==> src/rtl/fepseq_pkg.sv <==
package fepseq_pkg;

  typedef enum logic [2:0] {
    OP_ERASE_4K  = 3'd0,
    OP_ERASE_32K = 3'd1,
    OP_ERASE_64K = 3'd2,
    OP_ERASE_ALL = 3'd3,
    OP_PROGRAM   = 3'd4
  } fseq_op_e;

  typedef enum logic [3:0] {
    ST_IDLE,
    ST_WREN,
    ST_GAP,
    ST_OPC,
    ST_ADDR,
    ST_DWAIT,
    ST_DSHIFT,
    ST_PCMD,
    ST_PREAD
  } fseq_state_e;

  localparam logic [7:0] CMD_WRITE_EN  = 8'h06;
  localparam logic [7:0] CMD_READ_STAT = 8'h05;
  localparam logic [7:0] CMD_FILLER    = 8'h00;

  function automatic logic [7:0] op_opcode(input logic [2:0] op);
    case (op)
      3'(OP_ERASE_4K):  return 8'h20;
      3'(OP_ERASE_32K): return 8'h52;
      3'(OP_ERASE_64K): return 8'hD8;
      3'(OP_ERASE_ALL): return 8'hC7;
      3'(OP_PROGRAM):   return 8'h02;
      default:          return 8'h00;
    endcase
  endfunction

  function automatic logic op_known(input logic [2:0] op);
    return op <= 3'(OP_PROGRAM);
  endfunction

endpackage

==> src/rtl/fepseq_spi_shift.sv <==
module fepseq_spi_shift #(
  parameter int HALF_DIV = 2
) (
  input  logic       clk,
  input  logic       rst_n,
  input  logic       start,
  input  logic [7:0] tx,
  input  logic       miso,
  output logic       sck,
  output logic       mosi,
  output logic       busy,
  output logic       done,
  output logic       last_bit
);
  localparam int DIV_W = (HALF_DIV > 1) ? $clog2(HALF_DIV) : 1;
  localparam logic [DIV_W-1:0] DIV_LAST = DIV_W'(HALF_DIV - 1);

  logic             active;
  logic [DIV_W-1:0] div_cnt;
  logic [2:0]       bitn;
  logic [7:0]       sh;

  always_ff @(posedge clk or negedge rst_n) begin
    if (!rst_n) begin
      active   <= 1'b0;
      div_cnt  <= '0;
      bitn     <= '0;
      sh       <= '0;
      sck      <= 1'b0;
      mosi     <= 1'b0;
      done     <= 1'b0;
      last_bit <= 1'b0;
    end else begin
      done <= 1'b0;
      if (start && !active) begin
        active  <= 1'b1;
        sh      <= tx;
        mosi    <= tx[7];
        div_cnt <= '0;
        bitn    <= '0;
        sck     <= 1'b0;
      end else if (active) begin
        if (div_cnt == DIV_LAST) begin
          div_cnt <= '0;
          if (!sck) begin
            sck      <= 1'b1;
            last_bit <= miso;
          end else begin
            sck <= 1'b0;
            if (bitn == 3'd7) begin
              active <= 1'b0;
              done   <= 1'b1;
              mosi   <= 1'b0;
            end else begin
              bitn <= bitn + 3'd1;
              sh   <= {sh[6:0], 1'b0};
              mosi <= sh[6];
            end
          end
        end else begin
          div_cnt <= div_cnt + DIV_W'(1);
        end
      end
    end
  end

  assign busy = active;


  mosi_hold_chk: assert property (@(posedge clk) disable iff (!rst_n)
    (sck && $past(sck)) |-> $stable(mosi));


  done_pulse_chk: assert property (@(posedge clk) disable iff (!rst_n)
    done |-> (!sck && !busy));

endmodule

==> src/rtl/fepseq_req_chk.sv <==
module fepseq_req_chk
  import fepseq_pkg::*;
#(
  parameter int PG_W  = 8,
  parameter int LEN_W = PG_W + 1
) (
  input  logic [2:0]       op,
  input  logic [PG_W-1:0]  addr_lo,
  input  logic [LEN_W-1:0] len,
  output logic             bad
);
  localparam logic [LEN_W:0] PAGE = (LEN_W + 1)'(1) << PG_W;

  logic [LEN_W:0] end_pos;
  logic           prog_bad;

  always_comb begin
    end_pos  = {2'b00, addr_lo} + {1'b0, len};
    prog_bad = (len == '0) || (end_pos > PAGE);
    bad      = !op_known(op) || ((op == 3'(OP_PROGRAM)) && prog_bad);
  end

endmodule

==> src/rtl/fepseq_ctrl.sv <==
module fepseq_ctrl
  import fepseq_pkg::*;
#(
  parameter int ADDR_BYTES = 3,
  parameter int LEN_W      = 9,
  parameter int HALF_DIV   = 2,
  parameter int TO_W       = 24
) (
  input  logic                    clk,
  input  logic                    rst_n,
  input  logic                    req_valid,
  output logic                    req_ready,
  input  logic [2:0]              req_op,
  input  logic [8*ADDR_BYTES-1:0] req_addr,
  input  logic [LEN_W-1:0]        req_len,
  input  logic                    req_bad,
  input  logic                    wr_valid,
  output logic                    wr_ready,
  input  logic [7:0]              wr_data,
  input  logic [TO_W-1:0]         timeout_limit,
  output logic                    sh_start,
  output logic [7:0]              sh_tx,
  input  logic                    sh_busy,
  input  logic                    sh_done,
  input  logic                    sh_last_bit,
  input  logic                    spi_sck,
  output logic                    cs_n,
  output logic                    done,
  output logic                    err_reject,
  output logic                    err_timeout
);
  localparam int ADDR_W  = 8 * ADDR_BYTES;
  localparam int GAP_CYC = 2 * HALF_DIV;
  localparam int GAP_W   = (GAP_CYC > 1) ? $clog2(GAP_CYC) : 1;
  localparam int AB_W    = $clog2(ADDR_BYTES + 1);

  fseq_state_e         st, gap_nxt;
  logic [2:0]          op_q;
  logic [ADDR_W-1:0]   addr_sh;
  logic [LEN_W-1:0]    left;
  logic [AB_W-1:0]     abyte;
  logic [GAP_W-1:0]    gap_cnt;
  logic [TO_W-1:0]     poll_cnt;
  logic                polling;
  logic                to_hit;

  assign req_ready = (st == ST_IDLE);
  assign wr_ready  = (st == ST_DWAIT);

  always_ff @(posedge clk or negedge rst_n) begin
    if (!rst_n) begin
      st          <= ST_IDLE;
      gap_nxt     <= ST_IDLE;
      op_q        <= '0;
      addr_sh     <= '0;
      left        <= '0;
      abyte       <= '0;
      gap_cnt     <= '0;
      poll_cnt    <= '0;
      polling     <= 1'b0;
      to_hit      <= 1'b0;
      cs_n        <= 1'b1;
      sh_start    <= 1'b0;
      sh_tx       <= '0;
      done        <= 1'b0;
      err_reject  <= 1'b0;
      err_timeout <= 1'b0;
    end else begin
      sh_start <= 1'b0;
      done     <= 1'b0;
      if (polling && (poll_cnt != '1)) poll_cnt <= poll_cnt + TO_W'(1);
      case (st)
        ST_IDLE: begin
          if (req_valid) begin
            err_reject  <= 1'b0;
            err_timeout <= 1'b0;
            if (req_bad) begin
              done       <= 1'b1;
              err_reject <= 1'b1;
            end else begin
              op_q     <= req_op;
              addr_sh  <= req_addr;
              left     <= req_len;
              to_hit   <= 1'b0;
              cs_n     <= 1'b0;
              sh_start <= 1'b1;
              sh_tx    <= CMD_WRITE_EN;
              st       <= ST_WREN;
            end
          end
        end
        ST_WREN: begin
          if (sh_done) begin
            cs_n    <= 1'b1;
            gap_cnt <= '0;
            gap_nxt <= ST_OPC;
            st      <= ST_GAP;
          end
        end
        ST_GAP: begin
          if (gap_cnt == GAP_W'(GAP_CYC - 1)) begin
            if (gap_nxt == ST_IDLE) begin
              done        <= 1'b1;
              err_timeout <= to_hit;
              polling     <= 1'b0;
              st          <= ST_IDLE;
            end else begin
              cs_n     <= 1'b0;
              sh_start <= 1'b1;
              sh_tx    <= (gap_nxt == ST_OPC) ? op_opcode(op_q) : CMD_READ_STAT;
              st       <= gap_nxt;
            end
          end else begin
            gap_cnt <= gap_cnt + GAP_W'(1);
          end
        end
        ST_OPC: begin
          if (sh_done) begin
            if (op_q == 3'(OP_ERASE_ALL)) begin
              cs_n     <= 1'b1;
              gap_cnt  <= '0;
              gap_nxt  <= ST_PCMD;
              st       <= ST_GAP;
              polling  <= 1'b1;
              poll_cnt <= '0;
            end else begin
              sh_start <= 1'b1;
              sh_tx    <= addr_sh[ADDR_W-1 -: 8];
              addr_sh  <= addr_sh << 8;
              abyte    <= '0;
              st       <= ST_ADDR;
            end
          end
        end
        ST_ADDR: begin
          if (sh_done) begin
            if (abyte == AB_W'(ADDR_BYTES - 1)) begin
              if (op_q == 3'(OP_PROGRAM)) begin
                st <= ST_DWAIT;
              end else begin
                cs_n     <= 1'b1;
                gap_cnt  <= '0;
                gap_nxt  <= ST_PCMD;
                st       <= ST_GAP;
                polling  <= 1'b1;
                poll_cnt <= '0;
              end
            end else begin
              abyte    <= abyte + AB_W'(1);
              sh_start <= 1'b1;
              sh_tx    <= addr_sh[ADDR_W-1 -: 8];
              addr_sh  <= addr_sh << 8;
            end
          end
        end
        ST_DWAIT: begin
          if (wr_valid) begin
            sh_start <= 1'b1;
            sh_tx    <= wr_data;
            st       <= ST_DSHIFT;
          end
        end
        ST_DSHIFT: begin
          if (sh_done) begin
            left <= left - LEN_W'(1);
            if (left == LEN_W'(1)) begin
              cs_n     <= 1'b1;
              gap_cnt  <= '0;
              gap_nxt  <= ST_PCMD;
              st       <= ST_GAP;
              polling  <= 1'b1;
              poll_cnt <= '0;
            end else begin
              st <= ST_DWAIT;
            end
          end
        end
        ST_PCMD: begin
          if (sh_done) begin
            sh_start <= 1'b1;
            sh_tx    <= CMD_FILLER;
            st       <= ST_PREAD;
          end
        end
        ST_PREAD: begin
          if (sh_done) begin
            cs_n    <= 1'b1;
            gap_cnt <= '0;
            st      <= ST_GAP;
            if (!sh_last_bit) begin
              gap_nxt <= ST_IDLE;
            end else if (poll_cnt >= timeout_limit) begin
              to_hit  <= 1'b1;
              gap_nxt <= ST_IDLE;
            end else begin
              gap_nxt <= ST_PCMD;
            end
          end
        end
        default: st <= ST_IDLE;
      endcase
    end
  end


  gap_hold_chk: assert property (@(posedge clk) disable iff (!rst_n)
    $rose(cs_n) |=> cs_n);


  reject_now_chk: assert property (@(posedge clk) disable iff (!rst_n)
    (req_valid && req_ready && req_bad) |=> (done && err_reject && cs_n));


  done_idle_chk: assert property (@(posedge clk) disable iff (!rst_n)
    done |-> (cs_n && !spi_sck));


  to_flag_chk: assert property (@(posedge clk) disable iff (!rst_n)
    $rose(err_timeout) |-> done);


  stall_quiet_chk: assert property (@(posedge clk) disable iff (!rst_n)
    (wr_ready && !wr_valid) |=> (!cs_n && !spi_sck));


  busy_ready_chk: assert property (@(posedge clk) disable iff (!rst_n)
    !cs_n |-> !req_ready);


  start_idle_chk: assert property (@(posedge clk) disable iff (!rst_n)
    sh_start |-> !sh_busy);

endmodule

==> src/rtl/flash_erase_prog_seq.sv <==
module flash_erase_prog_seq #(
  parameter int ADDR_BYTES = 3,
  parameter int PAGE_BYTES = 256,
  parameter int HALF_DIV   = 2,
  parameter int TO_W       = 24
) (
  input  logic                          clk,
  input  logic                          rst_n,
  input  logic                          req_valid,
  output logic                          req_ready,
  input  logic [2:0]                    req_op,
  input  logic [8*ADDR_BYTES-1:0]       req_addr,
  input  logic [$clog2(PAGE_BYTES):0]   req_len,
  input  logic                          wr_valid,
  output logic                          wr_ready,
  input  logic [7:0]                    wr_data,
  input  logic [TO_W-1:0]               timeout_limit,
  output logic                          done,
  output logic                          err_reject,
  output logic                          err_timeout,
  output logic                          spi_sck,
  output logic                          spi_cs_n,
  output logic                          spi_mosi,
  input  logic                          spi_miso
);
  localparam int PG_W  = $clog2(PAGE_BYTES);
  localparam int LEN_W = PG_W + 1;

  logic       req_bad;
  logic       sh_start, sh_busy, sh_done, sh_last_bit;
  logic [7:0] sh_tx;

  fepseq_req_chk #(.PG_W(PG_W), .LEN_W(LEN_W)) u_chk (
    .op      (req_op),
    .addr_lo (req_addr[PG_W-1:0]),
    .len     (req_len),
    .bad     (req_bad)
  );

  fepseq_ctrl #(
    .ADDR_BYTES (ADDR_BYTES),
    .LEN_W      (LEN_W),
    .HALF_DIV   (HALF_DIV),
    .TO_W       (TO_W)
  ) u_ctrl (
    .clk           (clk),
    .rst_n         (rst_n),
    .req_valid     (req_valid),
    .req_ready     (req_ready),
    .req_op        (req_op),
    .req_addr      (req_addr),
    .req_len       (req_len),
    .req_bad       (req_bad),
    .wr_valid      (wr_valid),
    .wr_ready      (wr_ready),
    .wr_data       (wr_data),
    .timeout_limit (timeout_limit),
    .sh_start      (sh_start),
    .sh_tx         (sh_tx),
    .sh_busy       (sh_busy),
    .sh_done       (sh_done),
    .sh_last_bit   (sh_last_bit),
    .spi_sck       (spi_sck),
    .cs_n          (spi_cs_n),
    .done          (done),
    .err_reject    (err_reject),
    .err_timeout   (err_timeout)
  );

  fepseq_spi_shift #(.HALF_DIV(HALF_DIV)) u_shift (
    .clk      (clk),
    .rst_n    (rst_n),
    .start    (sh_start),
    .tx       (sh_tx),
    .miso     (spi_miso),
    .sck      (spi_sck),
    .mosi     (spi_mosi),
    .busy     (sh_busy),
    .done     (sh_done),
    .last_bit (sh_last_bit)
  );

endmodule

==> config.mk <==
export PLATFORM = sky130hd
export DESIGN_NAME = flash_erase_prog_seq
export DESIGN_NICKNAME = d
export VERILOG_FILES = /design/src/rtl/fepseq_pkg.sv /design/src/rtl/fepseq_spi_shift.sv /design/src/rtl/fepseq_req_chk.sv /design/src/rtl/fepseq_ctrl.sv /design/src/rtl/flash_erase_prog_seq.sv
export SDC_FILE = /design/constraint.sdc
export NUM_CORES = 1
export LEC_CHECK = 0
export CAP_MARGIN = 0
export CORE_MARGIN = 2
export CORE_UTILIZATION = 35
export CTS_CLUSTER_SIZE = 30
export DETAILED_ROUTE_END_ITERATION = 8
export PLACE_DENSITY = 0.67
export SLEW_MARGIN = 20
export SYNTH_ARGS = -nofsm -noshare
export SYNTH_HDL_FRONTEND = slang
export SYNTH_SLANG_ARGS = --single-unit
==> constraint.sdc <==
create_clock -name clk -period 6.8 [get_ports clk]
set_input_delay 1.36 -clock clk [delete_from_list [all_inputs] [get_ports clk]]
set_output_delay 1.36 -clock clk [all_outputs]
set_load 0.05 [all_outputs]
==> impl_metrics.env, run 1 <==
export IMPL_clk_pin_slew_ns=0.07
export IMPL_setup_violations=0
export IMPL_synth_top_cell_area_share_pct=39.12
export IMPL_rsz0062_at_grt="no"
export IMPL_power_leakage_uw=0.003364
export IMPL_timing_slew_headroom_pct=30.84
export IMPL_crit_chain="nor2b_1 -> nand2_1 -> nor2_1 -> clkdlybuf4s50_1"
export IMPL_slew_viol_final=0
export IMPL_cts_tree="built"
export IMPL_crit_buf_inv=1
export IMPL_postSynthCellCount=739
export IMPL_tns_ns=0
export IMPL_antenna_left=0
export IMPL_dieWidth_um=139.2
export IMPL_min_period_ns=4.360
export IMPL_drc=0
export IMPL_regArea_mm2=0.002529
export IMPL_skew_ns=0.01048
export IMPL_path_class="reg -> out"
export IMPL_ir_drop_mv=0.1808
export IMPL_max_freq_ghz=0.2294
export IMPL_gr_total_overflow=0
export IMPL_portBuffers=80
export IMPL_synth_seq_cells=101
export IMPL_reg2regPathDepth=7
export IMPL_critPathMaxFanout=21
export IMPL_end_kind="primary output"
export IMPL_coreArea_mm2=0.01796
export IMPL_dp_hpwl_um=11280
export IMPL_syn_area_per_cell_um2=8.655
export IMPL_slowest_stage="clkdlybuf4s50_1"
export IMPL_synth_seq_area_share_pct=39.53
export IMPL_max_cap_violations=0
export IMPL_critPathLaunchType="register"
export IMPL_drt_wl_total_um=15300
export IMPL_ys_top_cells_by_area="dfrtp_1, ha_1, nand2_1"
export IMPL_min_to="u_ctrl.err_timeout"
export IMPL_critPathMaxStageDelay_ns=0.91
export IMPL_synth_largest_area_cell="dfrtp_1"
export IMPL_drt_iter0_markers=383
export IMPL_rows=49
export IMPL_regToRegSetupSlack_ns=3.80
export IMPL_clockBufferDepth=2
export IMPL_ys_flop_type="dfrtp_1"
export IMPL_yosysWarnings=0
export IMPL_antenna_found_initial=0
export IMPL_clockRootBuffer="clkbuf_16"
export IMPL_cts_sinks=101
export IMPL_syn_to_final_growth_pct=20.21
export IMPL_grt_max_degree=83
export IMPL_worstPathArrival_ns=3.00
export IMPL_post_cts_buffers=0
export IMPL_post_cts_resized=0
export IMPL_die_area_mm2=0.01937
export IMPL_synth_edf_count=0
export IMPL_cts_buffers=9
export IMPL_nFillCells=1760
export IMPL_hold_viol=0
export IMPL_htreeDepth=3
export IMPL_synth_area_mm2=0.006396
export IMPL_synth_nets=852
export IMPL_avgViaCountPerCell=5.278
export IMPL_post_route_period_util_pct=64.11
export IMPL_io_pins=81
export IMPL_holdPathStages=2
export IMPL_start_util_pct=35.61
export IMPL_multi_input_area_mm2=0.003568
export IMPL_async_flop_share_pct=100.0
export IMPL_hp_start="u_ctrl.err_timeout"
export IMPL_nets=922
export IMPL_avgRoutedWirePerCell_um=14.67
export IMPL_power_density_mw_per_mm2=348.9
export IMPL_layout_drive_gt1_share_pct=5.283
export IMPL_antennaDiodeCount=0
export IMPL_dr_pass1_iters=5
export IMPL_vias=5505
export IMPL_yosys_cell_types_count=75
export IMPL_crit_family="simple AND/OR/NAND/NOR gates"
export IMPL_track_usage_pct=15.93
export IMPL_grt_pass1_vias=5068
export IMPL_grt_pass1_wl_um=25390
export IMPL_rr_endpoint="u_ctrl.sh_tx[2]"
export IMPL_clk_latency_ns=0.35
export IMPL_timing_rr_start="u_ctrl.st[2]"
export IMPL_status="complete, no violations"
export IMPL_chipHeight_um=139.2
export IMPL_max_slew_worst_pin_slew_ns=1.035
export IMPL_hold_ws_ns=0.4720
export IMPL_required_ns=5.44
export IMPL_gp_congestion=0.8910
export IMPL_hold_class="reg -> reg"
export IMPL_ctsHoldBuffers=0
## synth_stat cells, types with 3 or more instances
| master | n |
|---|---|
| nand4b_1 | 3 |
| dfrtp_1 | 100 |
| mux2_1 | 8 |
| or3_1 | 7 |
| mux2i_1 | 9 |
| nor3_1 | 9 |
| buf_2 | 8 |
| o211ai_1 | 4 |
| a21oi_1 | 46 |
| o22ai_1 | 3 |
| clkbuf_1 | 12 |
| nor2_1 | 84 |
| nand2b_1 | 9 |
| xor2_1 | 15 |
| o21ai_1 | 6 |
| inv_1 | 55 |
| nand3b_1 | 7 |
| a21o_1 | 11 |
| a22oi_1 | 4 |
| nand4_1 | 10 |
| xnor2_1 | 11 |
| and3_1 | 4 |
| nor4_1 | 6 |
| a31oi_1 | 21 |
| o21ai_0 | 50 |
| a211oi_1 | 3 |
| nor2b_1 | 8 |
| o21a_1 | 3 |
| nand2_1 | 97 |
| and4_1 | 4 |
| mux2_2 | 5 |
| buf_6 | 3 |
| nand3_1 | 25 |
| ha_1 | 39 |
## worst reg2reg max path: stages (launching register included)
cell and delay, ns:
dfrtp_1 0.60, nor2_1 0.38, nand2_1 0.20, inv_1 0.25, nand2_1 0.42, or3_4 0.55
nand2_4 0.14, mux2_1 0.34
## report_power, final
part / internal, µW / total, µW / switching (µW)
sequential: 814 / 1020 / 211
combinational: 490 / 1180 / 686
clock: 250 / 482 / 232
total: 1550 / 2680 / 1130
## how the worst max path moves through the flow
stage	start	endpoint	slack, ns	depth (start not counted)
final	u_ctrl.st[2]	wr_ready	2.44	4
after global routing	u_ctrl.st[2]	wr_ready	2.27	4
after CTS	u_ctrl.st[2]	wr_ready	2.44	4
after detailed placement	req_len[0]	u_ctrl.addr_sh[20]	2.18	13
after global placement	req_len[0]	u_ctrl.op_q[0]	2.29	12
after floorplan	req_addr[0]	u_ctrl.sh_tx[0]	2.99	11
## metrics by stage
stage          util, %  cells  setup slack, ns  total power, µW  instance area (µm²)
3_5_place_dp     41.17   1027            2.182             2198                 7396
5_1_grt          42.80   1043            2.267             2897                 7689
6_report         42.80   1043            2.441             2682                 7689
4_1_cts          42.70   1043            2.439             2688                 7670
2_1_floorplan        -    739            2.989             1876                 6396
3_3_place_gp     41.17   1027            2.289             2169                 7396
## final cells by class
cell class	instances	share of cell area, %
Multi-Input combinational cell	559	46.41
Sequential cell	101	32.89
Timing Repair Buffer	83	10.72
Tap cell	229	3.727
Clock buffer	10	2.978
Inverter	55	2.685
Clock inverter	6	0.5858
## sequential cells by signal, summed over array words and instances (netlist names), 2 cells and up
| name | count |
|---|---|
| u_ctrl.op_q | 3 |
| u_ctrl.gap_cnt | 2 |
| u_shift.bitn | 3 |
| u_ctrl.st | 4 |
| u_ctrl.sh_tx | 8 |
| u_shift.sh | 7 |
| u_ctrl.left | 9 |
| u_ctrl.addr_sh | 24 |
| u_ctrl.poll_cnt | 24 |
| u_ctrl.gap_nxt | 2 |
| u_ctrl.abyte | 2 |
## per-layer routing
metal	track usage, %	share of wire [%]	vias up
met5	0	0	-
met4	4.040	1.0	0
met3	2.797	5.6	10
met2	24.53	46	165
met1	23.25	47	2588
li1	-	-	2742
## logic make-up (layout without fill, tap and decap cells)
group	Yosys count	in the layout	synth area share, %
AO/OA/AOI/OAI	185	185	18.82
buffers and inverters	79	154	5.145
multiplexers	22	22	3.697
XOR/XNOR	26	26	3.560
flip-flops	101	101	39.53
adder cells (fa/ha/maj)	40	40	7.942
AND/OR/NAND/NOR	286	286	21.30
## cells in the final DEF (no fill, tap or decap), types with 5 or more instances in the layout
master,count
a21oi_1,45
clkdlybuf4s50_1,79
mux2_1,8
a31oi_1,21
nand2_1,97
o21ai_0,50
clkbuf_16,9
dfrtp_1,100
nand3_1,25
ha_1,39
or3_1,7
mux2i_1,9
nand4_1,10
nand3b_1,7
mux2_2,5
nor3_1,9
inv_1,55
nand2b_1,9
xnor2_1,11
nor2b_1,8
nor2_1,84
o21ai_1,6
xor2_1,15
a21o_1,11
nor4_1,6
(Power assumes the default switching activity.)
==> inputs of run 2 (changes only) <==
==> constraint.sdc (replaced) <==
create_clock -name clk -period 4.5 [get_ports clk]
set_input_delay 0.9 -clock clk [delete_from_list [all_inputs] [get_ports clk]]
set_output_delay 0.9 -clock clk [all_outputs]
set_load 0.05 [all_outputs]
==> impl_metrics.env, run 2 (synthesis results as in run 1) <==
export IMPL_p_comb_share_pct=43.9
export IMPL_nets=927
export IMPL_dieWidth_um=139.2
export IMPL_hold_class="in -> async"
export IMPL_hold_viol=0
export IMPL_clk_pin_slew_ns=0.07
export IMPL_clockRootBuffer="clkbuf_16"
export IMPL_ir_drop_mv=0.2631
export IMPL_chipHeight_um=139.2
export IMPL_drc=0
export IMPL_dr_pass1_iters=5
export IMPL_critPathMaxStageDelay_ns=0.54
export IMPL_power_switching_uw=1705
export IMPL_portBuffers=80
export IMPL_path_class="in -> reg"
export IMPL_max_cap_violations=0
export IMPL_clk_latency_ns=0.35
export IMPL_syn_to_final_growth_pct=21.30
export IMPL_vias=5470
export IMPL_fin_cells=1048
export IMPL_power_density_mw_per_mm2=534.4
export IMPL_hold_ws_ns=0.4360
export IMPL_layout_drive_gt1_share_pct=6.105
export IMPL_placed_cells=1032
export IMPL_start_util_pct=35.61
export IMPL_grt_pass1_wl_um=25940
export IMPL_critPathMaxFanout=9
export IMPL_layout_commonest_cell="dfrtp_1"
export IMPL_max_slew_worst_pin_slew_ns=0.8339
export IMPL_tns_ns=0
export IMPL_utilization_pct=43.19
export IMPL_grt_max_degree=49
export IMPL_reg_top3="u_ctrl.addr_sh (24), u_ctrl.poll_cnt (24), u_ctrl.left (9)"
export IMPL_slew_viol_final=0
export IMPL_antennaDiodeCount=0
export IMPL_power_frac_seq_pct=36.7
export IMPL_cts_sinks=101
export IMPL_clkPwrFrac_pct=19.4
export IMPL_rows=49
export IMPL_power_internal_uw=2442
export IMPL_grt_pass1_vias=5210
export IMPL_htreeDepth=3
export IMPL_rsz0062_at_grt="no"
export IMPL_gr_total_overflow=0
export IMPL_status="complete, no violations"
export IMPL_swShare_pct=41.12
export IMPL_critPathLaunchType="input port"
export IMPL_post_cts_buffers=0
export IMPL_cts_tree="built"
export IMPL_antenna_found_initial=0
export IMPL_io_pins=81
export IMPL_gp_congestion=0.8799
export IMPL_avgRoutedWirePerCell_um=14.72
export IMPL_worstPathArrival_ns=3.99
export IMPL_multi_input_area_mm2=0.003556
export IMPL_post_cts_resized=0
export IMPL_required_ns=4.74
export IMPL_nFillCells=1792
export IMPL_drt_iter0_markers=333
export IMPL_cts_buffers=9
export IMPL_post_route_period_util_pct=83.43
export IMPL_drt_wl_total_um=15430
export IMPL_power_leakage_uw=0.003398
export IMPL_dp_hpwl_um=11420
export IMPL_slowest_stage="clkdlybuf4s50_1"
export IMPL_end_kind="register"
export IMPL_regArea_mm2=0.002529
export IMPL_track_usage_pct=16.27
export IMPL_coreArea_mm2=0.01796
export IMPL_skew_ns=0.007500
export IMPL_min_period_ns=3.754
export IMPL_die_area_mm2=0.01937
export IMPL_ctsHoldBuffers=0
export IMPL_avgViaCountPerCell=5.219
export IMPL_clockBufferDepth=2
export IMPL_final_cell_mix="dfrtp_1, nand2_1, nor2_1, clkdlybuf4s50_1, inv_1"
export IMPL_timing_slew_headroom_pct=44.41
export IMPL_antenna_left=0
export IMPL_crit_chain="clkdlybuf4s50_1 -> ha_1 -> inv_1 -> fa_1 -> nor2b_1 -> o21bai_4 -> and4_1 -> nor3_1 -> a31oi_1 -> or3_4 -> nand2_4 -> mux2_1"
export IMPL_setup_violations=0
export IMPL_max_freq_ghz=0.2664
[run 2: power by group through the flow]
stage | registers (µW) | logic [µW] | clock network [µW]
after floorplan | 1490 | 1340 | 0
after global placement | 1520 | 1800 | 0
after detailed placement | 1530 | 1830 | 0
after CTS | 1520 | 1830 | 831
after global routing | 1570 | 2060 | 875
final | 1520 | 1820 | 806
[run 2: layer usage]
layer,track usage [%],vias up,share of wire (%)
li1,-,2756,-
met1,22.80,2565,48
met2,25.82,128,46
met3,2.452,21,4.1
met4,5.476,0,1.8
met5,0,-,0
[run 2: final timing paths]
check	cells after the start	from	slack (ns)	to
hold reg to reg	2	u_ctrl.err_timeout	0.47	u_ctrl.err_timeout
max in group asynchronous	2	rst_n	3.22	u_ctrl.abyte[1]
setup reg to reg	7	u_ctrl.st[3]	1.61	u_ctrl.sh_tx[7]
hold / removal	1	rst_n	0.44	u_ctrl.done
min in group clk	2	u_ctrl.err_timeout	0.47	u_ctrl.err_timeout
setup / recovery	12	req_len[0]	0.75	u_ctrl.sh_tx[7]
[run 2: area by class of cell]
class	count	share of cell area (%)
timing repair buffer	88	11.22
inverter	55	2.661
multi-input combinational	559	45.83
tap	229	3.693
clock buffer	10	3.080
sequential	101	32.59
clock inverter	6	0.9192
[run 2: worst max-delay path, delay by kind of cell]
kind / cells / cell delay (ns)
adders and majority gates: 2 / 0.59
buffers and inverters: 2 / 0.59
AOI/OAI and AO/OA: 2 / 0.20
and+or+nand+nor: 5 / 1.36
muxes: 1 / 0.34
[run 2: metrics by stage]
step	power (µW)	instance area (µm²)	worst slack [ns]
2_1_floorplan	2835	6396	1.149
4_1_cts	4182	7756	0.7507
6_report	4147	7759	0.7456
3_5_place_dp	3360	7446	0.3877
3_3_place_gp	3327	7446	0.4204
5_1_grt	4498	7759	0.5253
==> inputs of run 3 (changes only) <==
--- a/config.mk
+++ b/config.mk
@@ -10,7 +10,7 @@
 export CORE_UTILIZATION = 35
 export CTS_CLUSTER_SIZE = 30
 export DETAILED_ROUTE_END_ITERATION = 8
-export PLACE_DENSITY = 0.67
+export PLACE_DENSITY = 0.69
 export SLEW_MARGIN = 20
 export SYNTH_ARGS = -nofsm -noshare
 export SYNTH_HDL_FRONTEND = slang
==> constraint.sdc (replaced) <==
create_clock -name clk -period 3.2 [get_ports clk]
set_input_delay 0.64 -clock clk [delete_from_list [all_inputs] [get_ports clk]]
set_output_delay 0.64 -clock clk [all_outputs]
set_load 0.05 [all_outputs]
==> impl_metrics.env, run 3 (synthesis results as in run 1) <==
export IMPL_utilization_pct=45.85
export IMPL_avgRoutedWirePerCell_um=14.69
export IMPL_rr_endpoint="u_ctrl.gap_nxt[2]"
export IMPL_avgViaCountPerCell=5.245
export IMPL_final_cell_mix="dfrtp_1, nand2_1, nor2_1, clkdlybuf4s50_1, inv_1"
export IMPL_vias=5712
export IMPL_chipHeight_um=139.2
export IMPL_regToRegSetupSlack_ns=0.44
export IMPL_syn_to_final_growth_pct=28.78
export IMPL_max_cap_violations=0
export IMPL_antenna_left=0
export IMPL_grt_max_degree=73
export IMPL_path_class="in -> reg"
export IMPL_grt_pass1_vias=5401
export IMPL_coreArea_mm2=0.01796
export IMPL_critPathLaunchType="input port"
export IMPL_critPathMaxFanout=8
export IMPL_clockBufferDepth=2
export IMPL_slew_viol_final=0
export IMPL_end_kind="register"
export IMPL_antenna_found_initial=0
export IMPL_cts_buffers=9
export IMPL_layout_drive_gt1_share_pct=12.44
export IMPL_worstPathArrival_ns=3.35
export IMPL_clockRootBuffer="clkbuf_16"
export IMPL_die_area_mm2=0.01937
export IMPL_reg2regPathDepth=8
export IMPL_rows=49
export IMPL_dp_hpwl_um=11610
export IMPL_dr_pass1_iters=5
export IMPL_nets=969
export IMPL_final_cell_area_mm2=0.008237
export IMPL_drt_wl_total_um=15990
export IMPL_timing_slew_headroom_pct=48.20
export IMPL_dpl_instance_area_mm2=0.007711
export IMPL_clk_latency_ns=0.36
export IMPL_reg_top3="u_ctrl.addr_sh (24), u_ctrl.poll_cnt (24), u_ctrl.left (9)"
export IMPL_dpl_worst_slack_ns=-0.5848
export IMPL_grt_pass1_wl_um=26410
export IMPL_min_period_ns=3.078
export IMPL_start_util_pct=35.61
export IMPL_status="complete, no violations"
export IMPL_hold_class="in -> async"
export IMPL_ir_drop_mv=0.4082
export IMPL_drc=0
export IMPL_drt_iter0_markers=335
export IMPL_timing_rr_start="u_ctrl.left[4]"
export IMPL_clk_pin_slew_ns=0.07
export IMPL_gp_congestion=0.8914
export IMPL_power_leakage_uw=0.003666
export IMPL_htreeDepth=3
export IMPL_cts_sinks=101
export IMPL_hold_viol=0
export IMPL_cts_tree="built"
export IMPL_setup_violations=0
export IMPL_dieWidth_um=139.2
export IMPL_max_freq_ghz=0.3248
export IMPL_io_pins=81
export IMPL_portBuffers=80
export IMPL_max_slew_worst_pin_slew_ns=0.7742
export IMPL_antennaDiodeCount=0
export IMPL_gr_total_overflow=0
export IMPL_post_route_period_util_pct=96.20
export IMPL_required_ns=3.47
export IMPL_skew_ns=0.009846
export IMPL_layout_commonest_cell="dfrtp_1"
export IMPL_rsz0062_at_grt="yes"
export IMPL_track_usage_pct=16.47
export IMPL_power_density_mw_per_mm2=744.3
export IMPL_setup_slack_ns=0.1216
==> run 3: final cells by class <==
| cell class | instances | area, µm² |
|---|---|---|
| Multi-Input combinational cell | 559 | 3669 |
| Tap cell | 229 | 286.5 |
| Sequential cell | 101 | 2529 |
| Fill cell | 1705 | 9727 |
| Timing Repair Buffer | 130 | 1235 |
| Clock buffer | 9 | 225.2 |
| Clock inverter | 6 | 86.33 |
| Inverter | 55 | 206.4 |
==> run 3: where the power goes <==
part	switching (µW)	internal (µW)
Combinational	1600	1240
Sequential	370	1730
Clock	504	681
==> run 3: critical path, stage by stage <==
cell	delay (ns)
clkdlybuf4s50_1	0.47
inv_1	0.06
fa_2	0.42
nor2b_4	0.16
buf_4	0.14
o21ai_2	0.06
mux2i_1	0.15
o21bai_1	0.11
buf_4	0.15
a311oi_4	0.43
a211oi_4	0.06
buf_4	0.18
clkbuf_4	0.17
o21ai_0	0.15
==> run 3: worst max-delay path by stage <==
| stage | startpoint | endpoint | slack (ns) | depth (start not counted) |
|---|---|---|---|---|
| final | req_addr[1] | u_ctrl.addr_sh[1] | 0.12 | 14 |
| after global routing | req_addr[1] | u_ctrl.addr_sh[11] | -0.04 | 15 |
| after CTS | req_addr[0] | u_ctrl.addr_sh[1] | 0.03 | 15 |
| after detailed placement | req_addr[0] | u_ctrl.sh_tx[0] | -0.58 | 12 |
| after global placement | req_addr[0] | u_ctrl.sh_tx[5] | -0.51 | 12 |
| after floorplan | req_addr[0] | u_ctrl.sh_tx[0] | 0.11 | 11 |
==> run 3: what timing repair did <==
action,CTS,global route
hold buffers,0,0
pin swaps,2,4
cloned,0,2
setup endpoints to repair,47,48
resized for setup,3,22
setup buffers,0,6
==> run 3: stage by stage <==
step	hold WS (ns)	cells	power, µW	TNS, ns
after floorplan	0.3444	739	3987	0
after global placement	0.4578	1066	4763	-20.24
after detailed placement	0.4632	1066	4834	-22.70
after CTS	0.2393	1081	6036	0
after global routing	0.2501	1089	6616	-0.4898
final	0.2244	1089	6130	0
==> run 3: routing by layer <==
metal	share of wire, %	track usage (%)	up-vias
li1	-	-	2851
met1	46	23.02	2685
met2	47	26.08	149
met3	4.5	2.210	27
met4	2.2	6.273	0
met5	0	0	-
